--- config.mk ---
export PLATFORM = sky130hd
export DESIGN_NAME = irq_prio_resolver
export DESIGN_NICKNAME = d
export VERILOG_FILES = /design/src/rtl/irq_prio_pkg.sv /design/src/rtl/irq_prio_rotate.sv /design/src/rtl/irq_prio_search.sv /design/src/rtl/irq_prio_level_filter.sv /design/src/rtl/irq_prio_resolver.sv
export SDC_FILE = /design/constraint.sdc
export NUM_CORES = 1
export LEC_CHECK = 0
export BUFFER_PORTS_ARGS = -buffer_cell sky130_fd_sc_hd__buf_2
export CORE_ASPECT_RATIO = 2
export CORE_MARGIN = 2
export CORE_UTILIZATION = 45
export DETAILED_ROUTE_END_ITERATION = 8
export GPL_TIMING_DRIVEN = 0
export PLACE_DENSITY_LB_ADDON = 0.2
export SETUP_SLACK_MARGIN = 0.5
export SYNTH_ARGS = -nofsm -noshare
export SYNTH_HDL_FRONTEND = slang
export SYNTH_HIERARCHICAL = 1
export SYNTH_SLANG_ARGS = --single-unit
--- constraint.sdc ---
create_clock -name vclk -period 3.07
set_clock_uncertainty 0.1 [all_clocks]
set_input_delay 0.1535 -clock vclk [all_inputs]
set_output_delay 0.1535 -clock vclk [all_outputs]
set_load 0.02 [all_outputs]
--- src/rtl/irq_prio_pkg.sv ---
package irq_prio_pkg;
    // Default geometry of the resolver; NUM_LINES must be a power of two.
    localparam int unsigned DFLT_LINES   = 8;
    localparam int unsigned DFLT_CASCADE = 2;
endpackage

--- src/rtl/irq_prio_rotate.sv ---
// Reorders a line vector into priority-position order: out[p] = in[(p + off) mod N].
module irq_prio_rotate #(
    parameter int unsigned N = irq_prio_pkg::DFLT_LINES,
    localparam int unsigned W = $clog2(N)
) (
    input  logic [N-1:0] vec_in,
    input  logic [W-1:0] off,
    output logic [N-1:0] vec_out
);
    for (genvar p = 0; p < N; p++) begin : g_pos
        logic [W-1:0] src;
        assign src        = W'(p) + off;
        assign vec_out[p] = vec_in[src];
    end
endmodule

--- src/rtl/irq_prio_search.sv ---
// Returns the smallest set position of a vector, or N when the vector is empty.
module irq_prio_search #(
    parameter int unsigned N = irq_prio_pkg::DFLT_LINES,
    localparam int unsigned W = $clog2(N)
) (
    input  logic [N-1:0] vec,
    output logic [W:0]   pos
);
    always_comb begin
        pos = (W+1)'(N);
        for (int i = N - 1; i >= 0; i--) begin
            if (vec[i]) begin
                pos = (W+1)'(i);
            end
        end
    end
endmodule

--- src/rtl/irq_prio_level_filter.sv ---
// Selects which in-service bits take part in the current-level search.
module irq_prio_level_filter #(
    parameter int unsigned N       = irq_prio_pkg::DFLT_LINES,
    parameter int unsigned CASCADE = irq_prio_pkg::DFLT_CASCADE
) (
    input  logic [N-1:0] svc_bits,
    input  logic [N-1:0] mask_bits,
    input  logic         spec_mask_en,
    input  logic         nest_en,
    input  logic         is_master,
    output logic [N-1:0] svc_eff
);
    logic [N-1:0] after_mask;
    logic [N-1:0] cascade_drop;

    assign after_mask = spec_mask_en ? (svc_bits & ~mask_bits) : svc_bits;

    for (genvar i = 0; i < N; i++) begin : g_drop
        if (i == CASCADE) begin : g_tap
            assign cascade_drop[i] = nest_en & is_master;
        end else begin : g_plain
            assign cascade_drop[i] = 1'b0;
        end
    end

    assign svc_eff = after_mask & ~cascade_drop;

    // the cascade bit never survives the filter in master nested mode
    always_comb begin
        if (nest_en && is_master) begin
            p_cascade_dropped_r7: assert (!svc_eff[CASCADE]);
        end
    end
endmodule

--- src/rtl/irq_prio_resolver.sv ---
module irq_prio_resolver #(
    parameter int unsigned NUM_LINES    = irq_prio_pkg::DFLT_LINES,
    parameter int unsigned CASCADE_LINE = irq_prio_pkg::DFLT_CASCADE,
    localparam int unsigned W = $clog2(NUM_LINES)
) (
    input  logic [NUM_LINES-1:0] req_bits,
    input  logic [NUM_LINES-1:0] mask_bits,
    input  logic [NUM_LINES-1:0] svc_bits,
    input  logic [W-1:0]         rot_off,
    input  logic                 spec_mask_en,
    input  logic                 nest_en,
    input  logic                 is_master,
    output logic                 int_valid,
    output logic [W-1:0]         int_line
);
    logic [NUM_LINES-1:0] eligible;
    logic [NUM_LINES-1:0] svc_eff;
    logic [NUM_LINES-1:0] elig_rot;
    logic [NUM_LINES-1:0] svc_rot;
    logic [W:0]           win_pos;
    logic [W:0]           cur_pos;

    assign eligible = req_bits & ~mask_bits;

    irq_prio_level_filter #(.N(NUM_LINES), .CASCADE(CASCADE_LINE)) u_filter (
        .svc_bits     (svc_bits),
        .mask_bits    (mask_bits),
        .spec_mask_en (spec_mask_en),
        .nest_en      (nest_en),
        .is_master    (is_master),
        .svc_eff      (svc_eff)
    );

    irq_prio_rotate #(.N(NUM_LINES)) u_rot_req (
        .vec_in  (eligible),
        .off     (rot_off),
        .vec_out (elig_rot)
    );

    irq_prio_rotate #(.N(NUM_LINES)) u_rot_svc (
        .vec_in  (svc_eff),
        .off     (rot_off),
        .vec_out (svc_rot)
    );

    irq_prio_search #(.N(NUM_LINES)) u_find_req (
        .vec (elig_rot),
        .pos (win_pos)
    );

    irq_prio_search #(.N(NUM_LINES)) u_find_svc (
        .vec (svc_rot),
        .pos (cur_pos)
    );

    // The sentinel N is never smaller than anything, so an empty eligible set never wins.
    always_comb begin
        int_valid = (win_pos < cur_pos);
        int_line  = int_valid ? (win_pos[W-1:0] + rot_off) : '0;
    end

    always_comb begin
        if (int_valid) begin
            p_win_unmasked_r1: assert (req_bits[int_line] && !mask_bits[int_line]);
        end
        if (eligible == '0) begin
            p_quiet_when_none_r2: assert (!int_valid);
        end
        if (svc_eff == '0 && eligible != '0) begin
            p_idle_accepts_r4: assert (int_valid);
        end
        if (int_valid) begin
            p_not_in_service_r5: assert (!svc_eff[int_line]);
        end
        if (spec_mask_en && (svc_bits & ~mask_bits) == '0 && !(nest_en && is_master) && eligible != '0) begin
            p_masked_svc_ignored_r6: assert (int_valid);
        end
        if (!int_valid) begin
            p_line_zero_idle_r8: assert (int_line == '0);
        end
    end
endmodule

==> flow_summary.toml <==
[run_status]
status = "finished, violations left"
violations = "negative setup slack"

[global_route]
grt_pass1_vias = 1528
grt_use_total_pct = 25.27
overflow = 0
grt_max_degree = 10
grt_pass1_wl_um = 6955
antenna_found_initial = 0

[synthesis]
syn-cell-area_mm2 = 0.001339
syn-num-nets = 188
synth_xor_area_share_pct = 6.542
synth_compound_area_share_pct = 23.46
synth_adder_area_share_pct = 8.972
muxShareOfSynthArea_pct = 38.50
syn_area_per_cell_um2 = 8.985
netlist_instances = 149
synth-simple-area-share_pct = 15.05
synth_top_family_by_area = "multiplexers"
yosys_warnings = 6
yosysSeqAreaShare_pct = 0
synth.distinct_cells = 30

[critical_path]
cp_slowest_stage_delay_ns = 0.52
cp-start-kind = "primary input"
critPathSlowestCell = "mux4_2"
end_kind = "output port"
crit_required_ns = 2.82
crit_buf_inv = 5
path_cells = "buf_12, buf_12, inv_4, ha_4, buf_6, mux4_2, mux2_4, nor2b_4, o21bai_1, o41ai_2, ha_2, fa_2, xor2_2, xnor2_1, a21oi_2, buf_4"
path_delay_family = "multiplexers"
crit_top_cell = "buf_12"
critical_path.max_fanout = 6
setup.worst_path.start = "rot_off[1]"
worstSetupPathType = "in2out"
worst_ep_arrival_time_ns = 2.98

[floorplan]
die_area_mm2 = 0.003454
rows = 28
fp.dieH_um = 81.14
initial_utilization_pct = 46.04
io_pins = 34
core_mm2 = 0.002908
die_w_um = 42.57

[cells_and_area]
seq_cell_count = 0
regArea_um2 = 0
synthToLayoutAreaGrowth_pct = 51.21
drive_above_1_share_pct = 63.18
utilization_pct = 69.62
clkbuf_count = 0
finalNetCount = 242
final.fill_count = 229
diodes = 0

[route]
dr.pass1.iters = 4
wl_per_cell_um = 18.94
vias = 1434
ant_nets = 0
drt_iter0_drc = 30
drc = 0
wl_um = 4376
avgViaCountPerCell = 6.208

[timing]
drv_slew = 0
setup_violations = 4
hold_violations = 0
worstMarginPinSlew_ns = 0.5893
fmax_mhz = 309.1
slew_headroom_pct = 60.62
rsz0062_at_grt = "true"
post-route-period-util_pct = 105.4
holdWs_ns = 0.6338
fin_ws_ns = -0.1654
period_minus_slack_ns = 3.235

[power_and_ir_drop]
p_int_uw = 302.8
powerDensity_mw_per_mm2 = 296.9
max-vdd-ir-drop_v = 0.0001965
p_comb_share_pct = 100.0
seq_power_share_pct = 0
power.switching_uw = 298.3
clkPwrFrac_pct = 0
switching_share_pct = 49.63
leakagePower_nw = 0.8647

[placement]
dp_slack_ns = -0.5078
hpwlAfterDp_um = 3138
port_buffers = 34
gp_congestion = 0.8587

[min_path]
hold_start = "rot_off[2]"
hold_class = "in2out"

[run]
maxCapViolCount = 0
## kinds of logic after synthesis
group / after synthesis
and+or+nand+nor: 37
buffers and inverters: 18
adders and majority gates: 9
xor gates and xnor gates: 10
AOI/OAI and AO/OA: 39
muxes: 36
## metrics by stage
| stage | std cells | area (um^2) | power (mW) | setup TNS [ns] |
|---|---|---|---|---|
| floorplan | 149 | 1421 | 0.3433 | -0.02539 |
| global placement | 213 | 1629 | 0.4347 | -1.660 |
| detailed placement | 213 | 1629 | 0.4511 | -1.920 |
| CTS | 224 | 1854 | 0.5259 | -0.6025 |
| global route | 231 | 2024 | 0.6476 | -0.9406 |
| finish | 231 | 2024 | 0.6011 | -0.5043 |
## cells in the mapped netlist (all sizes together), types with 3 or more instances
library cell	count	area, um^2
a211oi	4	30.03
a21boi	11	82.58
a21oi	5	25.02
a221oi	9	85.08
buf	8	62.56
ha	8	100.1
inv	10	37.54
mux2	20	225.2
mux2i	8	80.08
mux4	8	210.2
nand2	3	11.26
nor2	10	42.54
nor2b	14	87.58
nor3	6	30.03
o21ai	3	15.01
xnor2	3	26.28
xor2	7	61.31
## final timing paths
path / depth (start not counted) / slack (ns) / to
hold / removal: 4 / 0.63 / int_line[2]
setup / recovery: 16 / -0.17 / int_line[2]
## power by group through the flow
stage	Combinational, mW	Clock [mW]	Sequential, mW
2_1_floorplan	0.343	0	0
3_3_place_gp	0.435	0	0
3_5_place_dp	0.451	0	0
4_1_cts	0.526	0	0
5_1_grt	0.648	0	0
6_report	0.601	0	0
## layout make-up
| class | instances | area (um^2) | share of cell area (%) |
|---|---|---|---|
| Buffer | 8 | 107.6 | 5.315 |
| Inverter | 10 | 50.05 | 2.472 |
| Tap cell | 30 | 37.54 | 1.854 |
| Timing Repair Buffer | 52 | 356.6 | 17.61 |
| Multi-Input combinational cell | 131 | 1473 | 72.74 |
## per-layer routing
metal	part of all wire, %	global-route usage [%]
met1	34	23.65
met2	61	54.77
met3	1.5	1.556
met4	3.8	7.187
met5	0	0
## cell usage in the layout (no fill, tap or decap), types with 5 or more instances in the layout
| cell | Yosys | routed |
|---|---|---|
| mux2_4 | 0 | 5 |
| nor2_2 | 2 | 6 |
| nor2b_1 | 14 | 12 |
| buf_4 | 4 | 21 |
| a221oi_2 | 1 | 7 |
| a21boi_1 | 4 | 6 |
| inv_1 | 10 | 7 |
| buf_2 | 2 | 28 |
| nor3_1 | 6 | 6 |
| mux2i_1 | 8 | 5 |
| buf_6 | 2 | 5 |
| mux2_2 | 20 | 15 |
| ha_1 | 8 | 5 |
## what timing repair did
| action | in CTS | in global routing |
|---|---|---|
| pin swaps | 10 | 10 |
| setup endpoints to repair | 4 | 4 |
| resized for setup | 42 | 26 |
| hold buffers | 0 | 0 |
| setup buffers | 11 | 7 |
| gates cloned | 0 | 0 |
(Power assumes the default switching activity.)
